## config.mk

```make
export PLATFORM = sky130hd
export DESIGN_NAME = pwr_seq_ctrl
export DESIGN_NICKNAME = d
export VERILOG_FILES = /design/src/rtl/pwr_seq_pkg.sv /design/src/rtl/pwr_seq_tick.sv /design/src/rtl/pwr_seq_ramp.sv /design/src/rtl/pwr_seq_flags.sv /design/src/rtl/pwr_seq_ctrl.sv
export SDC_FILE = /design/constraint.sdc
export NUM_CORES = 1
export LEC_CHECK = 0
export BUFFER_PORTS_ARGS = -buffer_cell sky130_fd_sc_hd__buf_2
export CAP_MARGIN = 20
export CORE_UTILIZATION = 60
export DETAILED_ROUTE_END_ITERATION = 6
export PLACE_DENSITY = 0.87
export RECOVER_POWER = 50
export SETUP_SLACK_MARGIN = 0.2
export SYNTH_ARGS = -nofsm -noshare
export SYNTH_HDL_FRONTEND = slang
export SYNTH_SLANG_ARGS = --single-unit
export TNS_END_PERCENT = 100
```

## constraint.sdc

```tcl
create_clock -name clk -period 6.5 [get_ports clk]
set_clock_uncertainty 0.2 [all_clocks]
set_input_delay 0.325 -clock clk [delete_from_list [all_inputs] [get_ports clk]]
set_output_delay 0.325 -clock clk [all_outputs]
set_load 0.01 [all_outputs]
```

## src/rtl/pwr_seq_pkg.sv

```systemverilog
package pwr_seq_pkg;
  typedef enum logic [2:0] {
    ST_RESET  = 3'd0,
    ST_LOAD   = 3'd1,
    ST_IDLE   = 3'd2,
    ST_SSTART = 3'd3,
    ST_RUN    = 3'd4,
    ST_SSTOP  = 3'd5,
    ST_OFF    = 3'd6
  } seq_state_t;
endpackage

```

## src/rtl/pwr_seq_tick.sv

```systemverilog
// Prescaler: one tick every div+1 clocks, restarted by clr.
module pwr_seq_tick #(
  parameter int DW = 8
) (
  input  logic          clk,
  input  logic          rst_n,
  input  logic          clr,
  input  logic [DW-1:0] div,
  output logic          tick
);
  logic [DW-1:0] cnt_q;

  assign tick = !clr && (cnt_q == div);

  always_ff @(posedge clk) begin
    if (!rst_n)            cnt_q <= '0;
    else if (clr || tick)  cnt_q <= '0;
    else                   cnt_q <= cnt_q + 1'b1;
  end
endmodule

```

## src/rtl/pwr_seq_ramp.sv

```systemverilog
// Reference register with clamped up/down stepping.
module pwr_seq_ramp #(
  parameter int RW = 12
) (
  input  logic          clk,
  input  logic          rst_n,
  input  logic          zero,
  input  logic          up,
  input  logic          down,
  input  logic          tick,
  input  logic [RW-1:0] target,
  input  logic [RW-1:0] step,
  output logic [RW-1:0] ref_o,
  output logic          top_hit,
  output logic          bottom_hit
);
  function automatic logic [RW-1:0] step_up(input logic [RW-1:0] cur,
                                            input logic [RW-1:0] stp,
                                            input logic [RW-1:0] tgt);
    if (cur >= tgt)       return tgt;
    if (tgt - cur <= stp) return tgt;
    return cur + stp;
  endfunction

  function automatic logic [RW-1:0] step_down(input logic [RW-1:0] cur,
                                              input logic [RW-1:0] stp);
    if (cur <= stp) return '0;
    return cur - stp;
  endfunction

  logic [RW-1:0] ref_q, nxt_up, nxt_dn;

  assign nxt_up     = step_up(ref_q, step, target);
  assign nxt_dn     = step_down(ref_q, step);
  assign top_hit    = tick && up && (nxt_up == target);
  assign bottom_hit = tick && down && (nxt_dn == '0);
  assign ref_o      = ref_q;

  always_ff @(posedge clk) begin
    if (!rst_n)              ref_q <= '0;
    else if (zero)           ref_q <= '0;
    else if (tick && up)     ref_q <= nxt_up;
    else if (tick && down)   ref_q <= nxt_dn;
  end
endmodule

```

## src/rtl/pwr_seq_flags.sv

```systemverilog
// Flag masking, shutdown decision and sticky record.
module pwr_seq_flags #(
  parameter int NT = 6
) (
  input  logic          clk,
  input  logic          rst_n,
  input  logic [NT-1:0] raw,
  input  logic [NT-1:0] ignore,
  input  logic [NT-1:0] shut_mask,
  input  logic          lat_clr,
  output logic [NT-1:0] now,
  output logic [NT-1:0] latched,
  output logic          shut_hit
);
  logic [NT-1:0] lat_q;

  assign now      = raw & ~ignore;
  assign shut_hit = |(now & shut_mask);
  assign latched  = lat_q;

  always_ff @(posedge clk) begin
    if (!rst_n)       lat_q <= '0;
    else if (lat_clr) lat_q <= now;
    else              lat_q <= lat_q | now;
  end
endmodule

```

## src/rtl/pwr_seq_ctrl.sv

```systemverilog
module pwr_seq_ctrl
  import pwr_seq_pkg::*;
#(
  parameter int RW = 12,
  parameter int DW = 8,
  parameter int NF = 4
) (
  input  logic            clk,
  input  logic            rst_n,
  input  logic            load_done,
  input  logic            power_on_req,
  input  logic            soft_stop_en,
  input  logic            fast_ocp_blank,
  input  logic [RW-1:0]   ref_target,
  input  logic [RW-1:0]   ref_step,
  input  logic [DW-1:0]   tick_div,
  input  logic            fast_ocp,
  input  logic [NF-1:0]   int_flags,
  input  logic            ext_fault,
  input  logic [NF+1:0]   flag_ignore,
  input  logic [NF+1:0]   flag_shutdown,
  input  logic            lat_clr,
  output logic [RW-1:0]   ref_out,
  output logic            pwm_en,
  output logic [2:0]      seq_state,
  output logic [NF+1:0]   flag_now,
  output logic [NF+1:0]   flag_latched
);
  localparam int NT = NF + 2;

  seq_state_t    st_q, st_d, stop_st;
  logic [NT-1:0] raw_flags;
  logic          shut_hit, tick, top_hit, bottom_hit;
  logic          fast_act, shut_evt, ramp_zero, ramp_up, ramp_dn, tick_clr;

  assign raw_flags = {ext_fault, int_flags, fast_ocp};

  pwr_seq_flags #(.NT(NT)) u_flags (
    .clk(clk), .rst_n(rst_n), .raw(raw_flags), .ignore(flag_ignore),
    .shut_mask(flag_shutdown), .lat_clr(lat_clr), .now(flag_now),
    .latched(flag_latched), .shut_hit(shut_hit)
  );

  // Named events for the checker.
  assign fast_act = (st_q == ST_SSTART) && flag_now[0] && !fast_ocp_blank;
  assign shut_evt = (st_q == ST_RUN) && (shut_hit || !power_on_req);
  assign stop_st  = soft_stop_en ? ST_SSTOP : ST_OFF;

  always_comb begin
    st_d = st_q;
    unique case (st_q)
      ST_RESET:  st_d = ST_LOAD;
      ST_LOAD:   if (load_done) st_d = power_on_req ? ST_SSTART : ST_IDLE;
      ST_IDLE:   if (power_on_req) st_d = ST_SSTART;
      ST_SSTART: begin
        if (!power_on_req)  st_d = stop_st;
        else if (fast_act)  st_d = ST_SSTART;
        else if (top_hit)   st_d = ST_RUN;
      end
      ST_RUN:    if (shut_evt) st_d = stop_st;
      ST_SSTOP:  if (bottom_hit) st_d = ST_OFF;
      ST_OFF:    if (!power_on_req) st_d = ST_IDLE;
      default:   st_d = ST_RESET;
    endcase
  end

  always_ff @(posedge clk) begin
    if (!rst_n) st_q <= ST_RESET;
    else        st_q <= st_d;
  end

  assign tick_clr  = ((st_q != ST_SSTART) && (st_q != ST_SSTOP)) || fast_act;
  assign ramp_up   = (st_q == ST_SSTART) && !fast_act;
  assign ramp_dn   = (st_q == ST_SSTOP);
  assign ramp_zero = fast_act || (st_d == ST_RESET) || (st_d == ST_LOAD) ||
                     (st_d == ST_IDLE) || (st_d == ST_OFF);

  pwr_seq_tick #(.DW(DW)) u_tick (
    .clk(clk), .rst_n(rst_n), .clr(tick_clr), .div(tick_div), .tick(tick)
  );

  pwr_seq_ramp #(.RW(RW)) u_ramp (
    .clk(clk), .rst_n(rst_n), .zero(ramp_zero), .up(ramp_up), .down(ramp_dn),
    .tick(tick), .target(ref_target), .step(ref_step), .ref_o(ref_out),
    .top_hit(top_hit), .bottom_hit(bottom_hit)
  );

  assign pwm_en    = (st_q == ST_SSTART) || (st_q == ST_RUN) || (st_q == ST_SSTOP);
  assign seq_state = st_q;
endmodule

```

# Word level (Yosys, flattened, before mapping)
# Cells that the tools add are included.
[totals] mem_count=0 romBits=0 out_inout_bits=28 ff_bits=29 ramBits=0 latch_bits=0 wordCells=83
[classes] n_div=0 add_sub_neg=4 n_mul=0 shifts=0 n_eq_ne=13 n_bitwise=5 magnitude_cmp=3 n_reduce_logical=30 muxes=24
[ops] operator="two-way mux 12 bit" n=8
[ops] operator="<= comparator 12 bit" n=2
[ops] operator="two-way mux 3 bit" n=8
[ops] operator="subtractor 12 bit" n=2
[ops] operator="one-hot mux 3 bit (7 select lines)" n=1
[ops] operator="adder 12 bit" n=1
[ops] operator="AND 6 bit" n=2
[ops] operator="== test 12 bit" n=1
[ops] operator="== test 3 bit, second input constant" n=4
[ops] operator=">= comparator 12 bit" n=1
[ops] operator="zero test 12 bit" n=1
[ops] operator="logical AND 1 bit" n=10
[ops] operator="== test 3 x 2 -> 1 bit, second input constant" n=3
[ops] operator="logical OR 1 bit" n=9
[ops] operator="adder 8 x 1 -> 8 bit, second input constant" n=1
[ops] operator="== test 8 bit" n=1
[ops] operator="== test 3 x 1 -> 1 bit, second input constant" n=2
[ops] operator="zero test 3 bit" n=2
[ops] operator="two-way mux 6 bit" n=1
[ops] operator="NOT 6 bit" n=1
[ops] operator="bitwise OR 6 bit" n=1
[ops] operator="OR reduction 6 bit" n=1
[ops] operator="two-way mux 1 bit" n=5
[ops] operator="zero test 1 bit" n=4
[ops] operator="6 further kinds" n=7

# Logic depth before layout (Yosys ltp)
# Gate-level depths: netlist of the first run.
[logic_depth] depth_word=19 ltp_mapped=22

# Cells and area by module
# Synthesis of the first run repeated with hierarchy kept, for this count alone.
[hier_totals] cells_unflattened=485 area_unflattened_um2=3978.8
[modules_own_cells] mod="pwr_seq_ramp" cells_per_inst=366 instances=1 area_each_um2=2810.2
[modules_own_cells] mod="pwr_seq_tick" cells_per_inst=47 instances=1 area_each_um2=479.2
[modules_own_cells] mod="pwr_seq_ctrl" cells_per_inst=44 instances=1 area_each_um2=381.6
[modules_own_cells] mod="pwr_seq_flags" cells_per_inst=28 instances=1 area_each_um2=307.8

# Worst setup path after synthesis of the first run
# Ideal clock, no wire load.
[synth_path] path_type="register to register" startpoint="register u_ramp.ref_q[1], in the netlist u_ramp.ref_o[1]" endpoint="register u_ramp.ref_q[7], in the netlist u_ramp.ref_o[7]" arrival_time_ps=4135 stages_incl_launch_ff=21 setup_slack_ps=2041 period_less_slack_ps=4459 path_cell_list="dfxtp_1 -> inv_1 -> ha_1 -> nor2b_1 -> o21ai_0 -> a21boi_0 -> o21ai_0 -> nand2b_1 -> a21o_1 -> a41o_1 -> o41ai_1 -> xnor2_1 -> ha_1 -> nand4_1 -> nor2_1 -> o2bb2ai_1 -> o311a_1 -> clkbuf_1 -> mux2_2 -> a222oi_1 -> nor2_1"
[synth_between] elab_chain_len=18 elab_cells_between_ends=34
[synth_lines] element="start: declaration" line="pwr_seq_ramp.sv:31" source="logic [RW-1:0] ref_q, nxt_up, nxt_dn;"
[synth_lines] element="start signal: assignment" line="pwr_seq_ramp.sv:42" source="else if (tick && up) ref_q <= nxt_up;"
[synth_lines] element="start signal: assignment" line="pwr_seq_ramp.sv:43" source="else if (tick && down) ref_q <= nxt_dn;"
[synth_lines] element="subtractor 12 bit" line="pwr_seq_ramp.sv:21" source="if (tgt - cur <= stp) return tgt;"
[synth_lines] element="<= comparator 12 bit" line="pwr_seq_ramp.sv:21"
[synth_lines] element="two-way mux 1 bit (2 in series)" line="pwr_seq_ramp.sv:21"
[synth_lines] element="two-way mux 12 bit" line="pwr_seq_ramp.sv:22" source="return cur + stp;"
[synth_lines] element="two-way mux 12 bit" line="pwr_seq_ramp.sv:21"
[synth_lines] element="== test 12 bit" line="pwr_seq_ramp.sv:35" source="assign top_hit = tick && up && (nxt_up == target);"
[synth_lines] element="logical AND 1 bit" line="pwr_seq_ramp.sv:35"
[synth_lines] element="two-way mux 3 bit" line="pwr_seq_ctrl.sv:58" source="else if (top_hit) st_d = ST_RUN;"
[synth_lines] element="two-way mux 3 bit" line="pwr_seq_ctrl.sv:57" source="else if (fast_act) st_d = ST_SSTART;"
[synth_lines] element="two-way mux 3 bit" line="pwr_seq_ctrl.sv:56" source="if (!power_on_req) st_d = stop_st;"
[synth_lines] element="one-hot mux 3 bit (7 select lines)" line="pwr_seq_ctrl.sv:51" source="unique case (st_q)"
[synth_lines] element="zero test 3 bit" line="pwr_seq_ctrl.sv:75" source="assign ramp_zero = fast_act || (st_d == ST_RESET) || (st_d == ST_LOAD) ||"
[synth_lines] element="logical OR 1 bit (3 in series)" line="pwr_seq_ctrl.sv:75"
[synth_lines] element="logical OR 1 bit" line="pwr_seq_ctrl.sv:76" source="(st_d == ST_IDLE) || (st_d == ST_OFF);"
[synth_lines] element="OR reduction 2 bit (no line)"
# Several ways; a longest one is shown, not always the timed one. The select of a mux whose other input is x is not followed.
# A chain may end at the register's enable or synchronous reset.

# Worst setup path in the final report of the first run
# Ends and elaborated chain as after synthesis.

==> summary.txt, run 1 <==
Critical path
  • Startpoint types: flop
  • Crit path max fanout: 19
  • CP Cell Sequence: inv_1 -> ha_1 -> nor2b_1 -> o21ai_0 -> a21boi_0 -> o21ai_0 -> nand2b_1 -> a21o_1 -> a41o_1 -> o41ai_1 -> xnor2_1 -> ha_1 -> nand4_1 -> nor2_1 -> o2bb2ai_1 -> o311a_1 -> mux2_2 -> a222oi_1 -> nor2_1
  • Slowest stage delay, CP: 0.74 ns
  • Req. time, crit path: 6.43 ns
  • CP max stage cell: o311a_1
  • Crit path max-delay family: compound AO/OA/AOI/OAI gates
  • Critical Path AT: slightly above 5 ns
  • CP Capture Type: flop
  • Setup Crit Path Kind: reg -> reg
  • R2R Setup Slk: 1.25 ns
  • CP bufs+invs: 1

Clocking
  • Max clock buf depth: 2
  • CTS tree: done
  • Post-CTS setup buffer count: 0
  • Post-CTS Hold Fix Bufs: 0
  • Gates resized, CTS repair: 0
  • Clk_lat worst skew: 0.29 ns
  • Root Buffer: clkbuf_8
  • CTS clk-pin slew, worst paths: around 0.070 ns
  • Number of buffers created by CTS: 5
  • CTS Sinks: 29
  • CTS H-tree depth: 2

Power
  • Comb power frac: 36.8%
  • Switching pwr: slightly below 0.0002 W
  • Leakage: 1.89 nW
  • Power Internal: 0.000343 W
  • Share of power burned in registers: 35.2%
  • Peak supply drop: between 0.2 and 0.25 mV
  • Clock power share: 28.0%
  • Switching Share: between 30% and 40%
  • Tot Pwr: ~0.00054 W
  • Pwr per Cell Area: about 130 nW/um2

Drt
  • Drt pass-1 iters: 5
  • Via-to-Cell Ratio: 6.02
  • Routed wire per std cell: 16.2 um
  • Via count: 3807
  • Post-route ant nets: 0
  • Initial DRC Count: 384
  • Total Wirelength: 10200 um
  • Post-route DRC: 0

Synthesis
  • FF+latch count, synth: 29
  • Synth cell types: 73
  • EDFF count, synth: 0
  • Synth Net Count: ~590
  • Ys async rst share: 0%
  • Post-synthesis sequential area ratio: between 10% and 20%
  • Mapped Cells: 480
  • Top cells by area in the synthesized netlist: ha_1, dfxtp_1, xnor2_1
  • Mapped cell area: 3810 um2
  • Yosys Warn Count: 0
  • Top cell type's share of synthesized area: 15.8%
  • Syn avg cell area: ~7.9 um2
  • Area leader, netlist: ha_1
  • Dominant synthesized flop cell: dfxtp_1

STA
  • Tmin final: 5.25 ns
  • Slew headroom: 28.5%
  • Fmax: 190 MHz
  • Tcrit/Tclk final: 80.8%
  • Final setup violation count: 0
  • Slew @ Worst Pin: 1.07 ns
  • RSZ-0062 raised after global routing: false
  • Final Hold Viols: 0
  • Fin Setup TNS: 0 ns
  • Max-slew violations: 0
  • Fin Hold WS: 0.148 ns

Place
  • Placed cells: 624
  • Port-buffer cells: 84
  • Final Wtd Congestion: 0.931
  • DP Wirelength: between 8000 and 9000 um

Layout
  • Sequential cell area: 581 um2
  • Fill cells: roughly 520
  • Final core utilization: 70.9%
  • Nets: 664
  • N_diodes: 0
  • Most frequent cells in the layout: buf_2, nor2_1, ha_1
  • Area growth, synth to finish: 12.1%
  • Multi-input gate area: 2940 um2
  • Layout cells sized above 1: approximately 17%
  • Finished Layout Cells: 632
  • Commonest non-fill, non-tap cell in the layout: buf_2

Global routing
  • Gr usage total: 31.1%
  • Initial antenna violation count: 0
  • Grt ovf: 0
  • Vias in the first global route: about 3400
  • Pin count of the biggest net entering global routing: 20
  • First-pass GRT wire length: roughly 16000 um

Die
  • Die X: 81.7 um
  • Die Y: 81.7 um
  • Standard-cell rows: 28
  • DIE AREA: 6680 um2
  • Starting Density: 63.3%
  • # IOs: 85
  • Core area: 6030 um2

Outcome
  • Status: complete, no violations

Run
  • Max Cap Viol: 0

Worst hold path
  • Hold Path Class: in -> reg
## final cells by class
cell class / count / area share [%]
clock buffers: 5 / 1.61
clock inverters: 3 / 0.410
well taps: 75 / 2.20
repair buffers: 85 / 9.37
inverters: 46 / 4.04
flip-flops and latches: 29 / 13.6
multi-input cells: 389 / 68.8
## cell families (layout without fill, tap and decap cells)
family / after synthesis / in the layout / share of synthesized area, %
multiplexers: 6 / 6 / 1.67
AND/OR/NAND/NOR: 157 / 157 / 20.8
flip-flops: 29 / 29 / 15.2
adder cells (fa/ha/maj): 51 / 51 / 17.3
XOR/XNOR: 53 / 53 / 13.5
AO/OA/AOI/OAI: 122 / 122 / 23.9
buffers and inverters: 62 / 139 / 7.65
## path summary, 6_finish.rpt
kind | start | to | depth (start not counted)
worst max-delay path | u_ramp.ref_o[1] | u_ramp.ref_o[7] | 19
worst min-delay path | rst_n | u_flags.latched[1] | 2
worst max register to register | u_ramp.ref_o[1] | u_ramp.ref_o[7] | 19
worst min register to register | u_tick.cnt_q[0] | u_tick.cnt_q[0] | 1
## power by group through the flow
stage | clock [W] | sequential [W] | combinational [W]
after floorplan | 0 | 0.000192 | 0.000142
after global placement | 0 | 0.000193 | 0.000189
after detailed placement | 0 | 0.000193 | 0.000195
after CTS | 0.000151 | 0.000189 | 0.000196
after global routing | 0.000160 | 0.000190 | 0.000217
final | 0.000150 | 0.000189 | 0.000198
## Yosys cell counts (5+ instances only)
| cell type | count |
|---|---|
| xnor2_1 | 32 |
| o21bai_1 | 5 |
| nor2_1 | 59 |
| nand3_1 | 8 |
| nor3_1 | 5 |
| o21ai_0 | 12 |
| a222oi_1 | 5 |
| ha_1 | 48 |
| nand2b_1 | 9 |
| clkbuf_1 | 7 |
| dfxtp_1 | 29 |
| inv_1 | 46 |
| nor2b_1 | 16 |
| a21oi_1 | 35 |
| xor2_1 | 18 |
| nand2_1 | 25 |
| a221oi_1 | 9 |
| nand4_1 | 8 |
| o21a_1 | 6 |
| a21o_1 | 9 |
## state kept, by name, summed over array words and instances (netlist names)
name	count
u_tick.cnt_q	8
u_flags.latched	6
seq_state	3
u_ramp.ref_o	12
## through the flow
stage | setup WS, ns | cell area, um2
2_1_floorplan | 2.04 | 3810
3_3_place_gp | 1.59 | 4220
3_5_place_dp | 1.28 | 4220
4_1_cts | 1.25 | 4300
5_1_grt | 0.895 | 4270
6_report | 1.25 | 4270
## metal layers
metal | wire, um | vias up | GRT usage [%]
li1 | - | 1862 | -
met1 | 4450 | 1749 | 40.9
met2 | 4830 | 173 | 52.2
met3 | 704 | 23 | 5.22
met4 | 235 | 0 | 8.60
met5 | 0 | - | 0
## worst reg2reg max path, cell delays in order, from the launching register on
cell and delay (ns):
dfxtp_1 0.52, inv_1 0.08, ha_1 0.29, nor2b_1 0.14
o21ai_0 0.19, a21boi_0 0.15, o21ai_0 0.16, nand2b_1 0.10
a21o_1 0.21, a41o_1 0.27, o41ai_1 0.35, xnor2_1 0.12
ha_1 0.31, nand4_1 0.14, nor2_1 0.17, o2bb2ai_1 0.13
o311a_1 0.74, mux2_2 0.42, a222oi_1 0.34, nor2_1 0.07
(Power assumes the default switching activity.)
==> inputs of run 2 (changes only) <==
--- a/config.mk
+++ b/config.mk
@@ -7,9 +7,9 @@
 export LEC_CHECK = 0
 export BUFFER_PORTS_ARGS = -buffer_cell sky130_fd_sc_hd__buf_2
 export CAP_MARGIN = 20
-export CORE_UTILIZATION = 60
+export CORE_UTILIZATION = 51
 export DETAILED_ROUTE_END_ITERATION = 6
-export PLACE_DENSITY = 0.87
+export PLACE_DENSITY = 0.79
 export RECOVER_POWER = 50
 export SETUP_SLACK_MARGIN = 0.2
 export SYNTH_ARGS = -nofsm -noshare
==> constraint.sdc (replaced) <==
create_clock -name clk -period 4.8 [get_ports clk]
set_clock_uncertainty 0.2 [all_clocks]
set_input_delay 0.24 -clock clk [delete_from_list [all_inputs] [get_ports clk]]
set_output_delay 0.24 -clock clk [all_outputs]
set_load 0.01 [all_outputs]
==> summary.txt, run 2 (same netlist as run 1, synthesis figures left out) <==
Clocking
  • CTS Sinks: 29 (unchanged)
  • Root Buffer: clkbuf_8
  • Gates resized, CTS repair: 0 (unchanged)
  • Post-CTS Hold Fix Bufs: 0 (unchanged)
  • Clk_lat worst skew: 0.29 ns (about the same)
  • Post-CTS setup buffer count: 0 (unchanged)
  • CTS H-tree depth: 2 (unchanged)
  • CTS clk-pin slew, worst paths: 0.07 ns (about the same)
  • Number of buffers created by CTS: 5 (unchanged)
  • CTS tree: done
  • Max clock buf depth: 2 (unchanged)

Die
  • DIE AREA: 7830 um2 (+17%)
  • Standard-cell rows: 31 (+11%)
  • Die Y: 88.5 um (+8.3%)
  • # IOs: 85 (unchanged)
  • Core area: 7250 um2 (+20%)
  • Die X: 88.5 um (+8.3%)
  • Starting Density: 52.6% (-11 points)

Drt
  • Post-route ant nets: 0 (unchanged)
  • Routed wl met2: 4990 um (+3.2%)
  • Total Wirelength: 10300 um (+0.44%)
  • Routed wire per std cell: 15.6 um (-3.5%)
  • Initial DRC Count: 316 (-18%)
  • Metal-1 WL: 4430 um (-0.45%)
  • Post-route DRC: 0 (unchanged)
  • Max Used Layer: met4
  • Via count: 3866 (+1.5%)
  • Via-to-Cell Ratio: 5.88 (-2.5%)
  • Drt pass-1 iters: 7 (+2)
  • Met3 wire len: 612 um (-13%)

Layout
  • Largest register FFs: 12 (unchanged)
  • Most frequent cells in the layout: buf_2, nor2_1, ha_1
  • Commonest non-fill, non-tap cell in the layout: buf_2
  • Nets: 666 (+0.30%)
  • Layout cells sized above 1: 17.4% (+0.48 points)
  • Post-route cell area: 4330 um2 (+1.4%)
  • Area growth, synth to finish: 13.7%
  • N_diodes: 0 (unchanged)
  • Fill cells: 700 (+35%)

Global routing
  • Pin count of the biggest net entering global routing: 13 (-35%)
  • First-pass GRT wire length: 16700 um (+4.8%)
  • Gr usage total: 27.4% (-3.8 points)
  • Initial antenna violation count: 0 (unchanged)
  • Vias in the first global route: 3692 (+9.5%)
  • Grt ovf: 0 (unchanged)

STA
  • Final setup violation count: 0 (unchanged)
  • RSZ-0062 raised after global routing: false
  • Slew @ Worst Pin: 0.956 ns (-0.115 ns)
  • Tcrit/Tclk final: 89.4% (+8.7 points)
  • Fmax: 233 MHz (+22%)
  • Tmin final: 4.29 ns (-0.958 ns)
  • Max-slew violations: 0 (unchanged)
  • Fin Setup TNS: 0 ns (unchanged)
  • Fin Hold WS: 0.0684 ns (-0.0800 ns)
  • Final Hold Viols: 0 (unchanged)
  • Slew headroom: 36.2% (+7.7 points)

Worst hold path
  • Hold Path Depth: 2 (unchanged)
  • Hold Path Class: in -> reg
  • Hold Crit Start: rst_n

Place
  • DP Wirelength: 8560 um (+5.0%)
  • DP Area: 4260 um2 (+1.1%)
  • Port-buffer cells: 84 (unchanged)
  • Final Wtd Congestion: 0.899 (-3.5%)

Critical path
  • CP Capture Type: flop
  • Setup crit start: u_ramp.ref_o[1]
  • R2R depth: 21 (+2)
  • Slowest stage delay, CP: 0.42 ns (-0.32 ns)
  • CP max stage cell: o311a_4
  • Crit path max-delay family: compound AO/OA/AOI/OAI gates
  • Req. time, crit path: 4.74 ns (-1.69 ns)
  • Crit path max fanout: 10 (-9)
  • CP bufs+invs: 2 (+1)
  • Worst path depth: 21 (+2)
  • RR Startpoint: u_ramp.ref_o[1]
  • CP Cell Sequence: inv_1 -> ha_1 -> nor2b_1 -> o21ai_1 -> a21boi_0 -> o21ai_0 -> nand2b_1 -> a21o_1 -> a41o_1 -> o41ai_2 -> xnor2_1 -> ha_1 -> nand4_1 -> nor2_1 -> o2bb2ai_1 -> o311a_4 -> buf_4 -> nand2_1 -> o21ai_0 -> a222oi_1 -> nor2_1
  • Critical Path AT: 4.23 ns (-0.95 ns)
  • Startpoint types: flop
  • Setup Crit Path Kind: reg -> reg

Run
  • Max Cap Viol: 0 (unchanged)

Power
  • Peak supply drop: 0.151 mV (-30%)
  • Pwr per Cell Area: 168 nW/um2 (+34%)
  • Leakage: 1.91 nW (+0.86%)

Outcome
  • Status: complete, no violations
==> run 2: cell count changes in the layout (fill, tap and decap cells not counted) <==
cell,change
o41ai_2,+1
o21ai_0,-1
o311a_1,-1
clkinvlp_4,-1
o311a_4,+1
o21ai_1,+1
o41ai_1,-1
buf_4,+2
clkbuf_1,+1
==> run 2: power by group <==
part / internal, W / leakage [nW] / switching (W)
registers: 0.000247 / 0.235 / 0.00000948
logic: 0.000122 / 1.63 / 0.000151
clock network: 0.000100 / 0.0450 / 0.0000996
==> run 2: layout make-up <==
| cell class | instances | area (um2) | area share, % |
|---|---|---|---|
| Timing Repair Buffer | 87 | 415 | 9.58 |
| Sequential cell | 29 | 581 | 13.4 |
| Multi-Input combinational cell | 389 | 2960 | 68.3 |
| Clock buffer | 6 | 72.6 | 1.67 |
| Inverter | 46 | 173 | 3.98 |
| Tap cell | 99 | 124 | 2.86 |
| Clock inverter | 2 | 10.0 | 0.231 |
==> run 2: metal layers <==
layer,track usage (%),up-vias
met5,0,-
met3,3.17,22
met4,10.3,0
li1,-,1859
met1,33.7,1814
met2,48.8,171
==> run 2: worst paths after layout <==
kind | endpoint | slack [ns]
worst min-delay path | u_flags.latched[2] | 0.07
worst max register to register | u_ramp.ref_o[1] | 0.51
worst max-delay path | u_ramp.ref_o[1] | 0.51
worst min register to register | u_flags.latched[0] | 0.28
==> run 2: per-stage QoR <==
step | std cells | worst slack (ns) | util (%) | total power, W
finish | 658 | 0.507 | 59.8 | 0.000729
global route | 658 | 0.213 | 59.8 | 0.000768
CTS | 658 | 0.277 | 59.9 | 0.000724
detailed placement | 650 | 0.237 | 58.7 | 0.000528
global placement | 650 | 0.376 | 58.7 | 0.000520
floorplan | 480 | 0.341 | - | 0.000453
==> inputs of run 3 (changes only) <==
--- a/config.mk
+++ b/config.mk
@@ -7,6 +7,7 @@
 export LEC_CHECK = 0
 export BUFFER_PORTS_ARGS = -buffer_cell sky130_fd_sc_hd__buf_2
 export CAP_MARGIN = 20
+export CORE_ASPECT_RATIO = 1.2
 export CORE_UTILIZATION = 51
 export DETAILED_ROUTE_END_ITERATION = 6
 export PLACE_DENSITY = 0.79
==> summary.txt, run 3 (same netlist as run 1, synthesis figures left out) <==
STA
  • Slew headroom: 35.0% (-1.2 points)
  • Slew @ Worst Pin: 0.974 ns (+0.0182 ns)
  • Fin Setup TNS: 0 ns (unchanged)
  • Tmin final: 4.27 ns (-0.0243 ns)
  • Tcrit/Tclk final: 88.9% (-0.51 points)
  • Final Hold Viols: 0 (unchanged)
  • Max-slew violations: 0 (unchanged)
  • Final WS setup: 0.531 ns (+0.0243 ns)
  • Final setup violation count: 0 (unchanged)
  • Fmax: 234 MHz (+0.57%)
  • RSZ-0062 raised after global routing: false

Global routing
  • Pin count of the biggest net entering global routing: 14 (+1)
  • Grt ovf: 0 (unchanged)
  • Initial antenna violation count: 0 (unchanged)
  • Vias in the first global route: 3799 (+2.9%)
  • First-pass GRT wire length: 17100 um (+2.5%)
  • Gr usage total: 27.7% (+0.31 points)

Drt
  • Routed wire per std cell: 16.0 um (+2.2%)
  • Via count: 3822 (-1.1%)
  • Drt pass-1 iters: 7 (unchanged)
  • Post-route DRC: 2 (+2)
  • Via-to-Cell Ratio: 5.88 (about the same)
  • Post-route ant nets: 0 (unchanged)
  • Total Wirelength: 10400 um (+0.97%)
  • Initial DRC Count: 212 (-33%)

Die
  • Core area: 7230 um2 (-0.29%)
  • Die Y: 96.7 um (+9.3%)
  • DIE AREA: 7830 um2 (about the same)
  • # IOs: 85 (unchanged)
  • Standard-cell rows: 34 (+9.7%)
  • Starting Density: 52.7% (+0.15 points)
  • Die X: 80.9 um (-8.5%)

Critical path
  • CP Capture Type: flop
  • Critical Path AT: 4.20 ns (-0.03 ns)
  • Startpoint types: flop
  • CP bufs+invs: 2 (unchanged)
  • R2R depth: 21 (unchanged)
  • Reg-to-reg endpoint: u_ramp.ref_o[1]
  • CP max stage cell: o311a_4
  • Req. time, crit path: 4.74 ns (about the same)
  • Crit path max fanout: 11 (+1)
  • R2R Setup Slk: 0.53 ns (+0.02 ns)
  • RR Startpoint: u_ramp.ref_o[1]
  • Slowest stage delay, CP: 0.35 ns (-0.07 ns)
  • CP Cell Sequence: inv_1 -> ha_1 -> nor2b_1 -> o21ai_1 -> a21boi_1 -> o21ai_1 -> nand2b_1 -> a21o_1 -> a41o_1 -> o41ai_2 -> xnor2_1 -> ha_1 -> nand4_1 -> nor2_1 -> o2bb2ai_1 -> o311a_4 -> buf_4 -> nand2_1 -> o21ai_0 -> a222oi_1 -> nor2_1
  • Crit path max-delay family: compound AO/OA/AOI/OAI gates
  • Setup Crit Path Kind: reg -> reg

Layout
  • Sequential cell area: 581 um2 (unchanged)
  • Layout cells sized above 1: 17.7% (+0.33 points)
  • Multi-input gate area: 2960 um2 (unchanged)
  • Final core utilization: 60.1% (+0.30 points)
  • Nets: 668 (+0.30%)
  • Finished Layout Cells: 650 (-1.2%)
  • Post-route cell area: 4340 um2 (+0.20%)
  • Area growth, synth to finish: 13.9%
  • N_diodes: 0 (unchanged)
  • Largest register FFs: 12 (unchanged)
  • Fill cells: 673 (-3.9%)
  • Commonest non-fill, non-tap cell in the layout: buf_2
  • Most frequent cells in the layout: buf_2, nor2_1, ha_1

Worst hold path
  • Hold Crit Start: rst_n
  • Hold Path Sink: u_flags.latched[2]
  • Hold Path Class: in -> reg
  • Hold Path Depth: 2 (unchanged)

Clocking
  • Max clock buf depth: 2 (unchanged)
  • CTS Sinks: 29 (unchanged)
  • Clk_lat worst skew: 0.28 ns (about the same)
  • Post-CTS Hold Fix Bufs: 0 (unchanged)
  • CTS H-tree depth: 2 (unchanged)
  • CTS tree: done
  • Number of buffers created by CTS: 5 (unchanged)
  • Root Buffer: clkbuf_8
  • CTS clk-pin slew, worst paths: 0.07 ns (about the same)

Place
  • Placed cells: 641 (-1.4%)
  • DP Worst Slack: 0.284 ns (+0.0476 ns)
  • DP Area: 4250 um2 (-0.26%)
  • DP Wirelength: 8440 um (-1.5%)
  • Port-buffer cells: 84 (unchanged)
  • Final Wtd Congestion: 0.969 (+7.8%)

Outcome
  • Status: finished, violations left
  • Failing checks: design-rule violations

Power
  • Comb power frac: 37.3% (about the same)
  • Peak supply drop: 0.205 mV (+35%)
  • Switching Share: 34.8% (-0.85 points)
  • Share of power burned in registers: 34.3% (-0.9 points)
  • Pwr per Cell Area: 172 nW/um2 (+2.2%)
  • Clock power share: 28.3% (+0.9 points)
  • Power Internal: 0.000487 W (+3.7%)
  • Switching pwr: 0.000260 W (about the same)
  • Leakage: 1.93 nW (+0.75%)

Run
  • Max Cap Viol: 0 (unchanged)
-- run 3: power groups by stage --
stage,registers (W),clock network [W],logic [W]
finish,0.000256,0.000211,0.000279
global route,0.000258,0.000224,0.000305
CTS,0.000256,0.000212,0.000268
detailed placement,0.000261,0,0.000267
global placement,0.000261,0,0.000259
floorplan,0.000261,0,0.000193
-- run 3: cell type report --
cell class	instances	share of cell area, %
flip-flops and latches	29	13.4
well taps	90	2.59
multi-input cells	389	68.1
clock buffers	7	1.99
inverters	46	3.98
repair buffers	89	9.94
-- run 3: through the flow --
step | total power (W) | hold WS [ns]
floorplan | 0.000453 | 0.228
global placement | 0.000521 | 0.260
detailed placement | 0.000528 | 0.266
CTS | 0.000737 | 0.0652
global route | 0.000786 | 0.0730
finish | 0.000747 | 0.0688
-- run 3: repair_timing --
item	4_1_cts	5_1_grt
resized for setup	0	7
setup endpoints to repair	0	14
buffers inserted	0	2
-- run 3: per-layer routing --
layer  part of all wire (%)  up-vias  global-route usage [%]
li1                       -     1856                       -
met1                     41     1762                    32.6
met2                     50      175                    48.2
met3                    5.2       29                    3.40
met4                    3.0        0                    13.0
met5                      0        -                       0
-- run 3: how the worst max path moves through the flow --
stage / startpoint / end / slack [ns] / cells past startpoint
2_1_floorplan: u_ramp.ref_o[1] / u_ramp.ref_o[7] / 0.34 / 20
3_3_place_gp: ref_target[1] / seq_state[1] / 0.41 / 21
3_5_place_dp: ref_target[1] / u_ramp.ref_o[1] / 0.28 / 20
4_1_cts: u_ramp.ref_o[1] / u_ramp.ref_o[1] / 0.29 / 20
5_1_grt: u_ramp.ref_o[1] / u_ramp.ref_o[1] / 0.22 / 21
6_report: u_ramp.ref_o[1] / u_ramp.ref_o[1] / 0.53 / 21
-- run 3: worst register-to-register path: cells and delay by family, from the launching register on --
family          cells  cell delay [ns]
compound gates     10             2.12
simple gates        6             0.56
fa+ha+maj           2             0.53
flops               1             0.33
buf+inv             2             0.23
xor+xnor            1             0.16
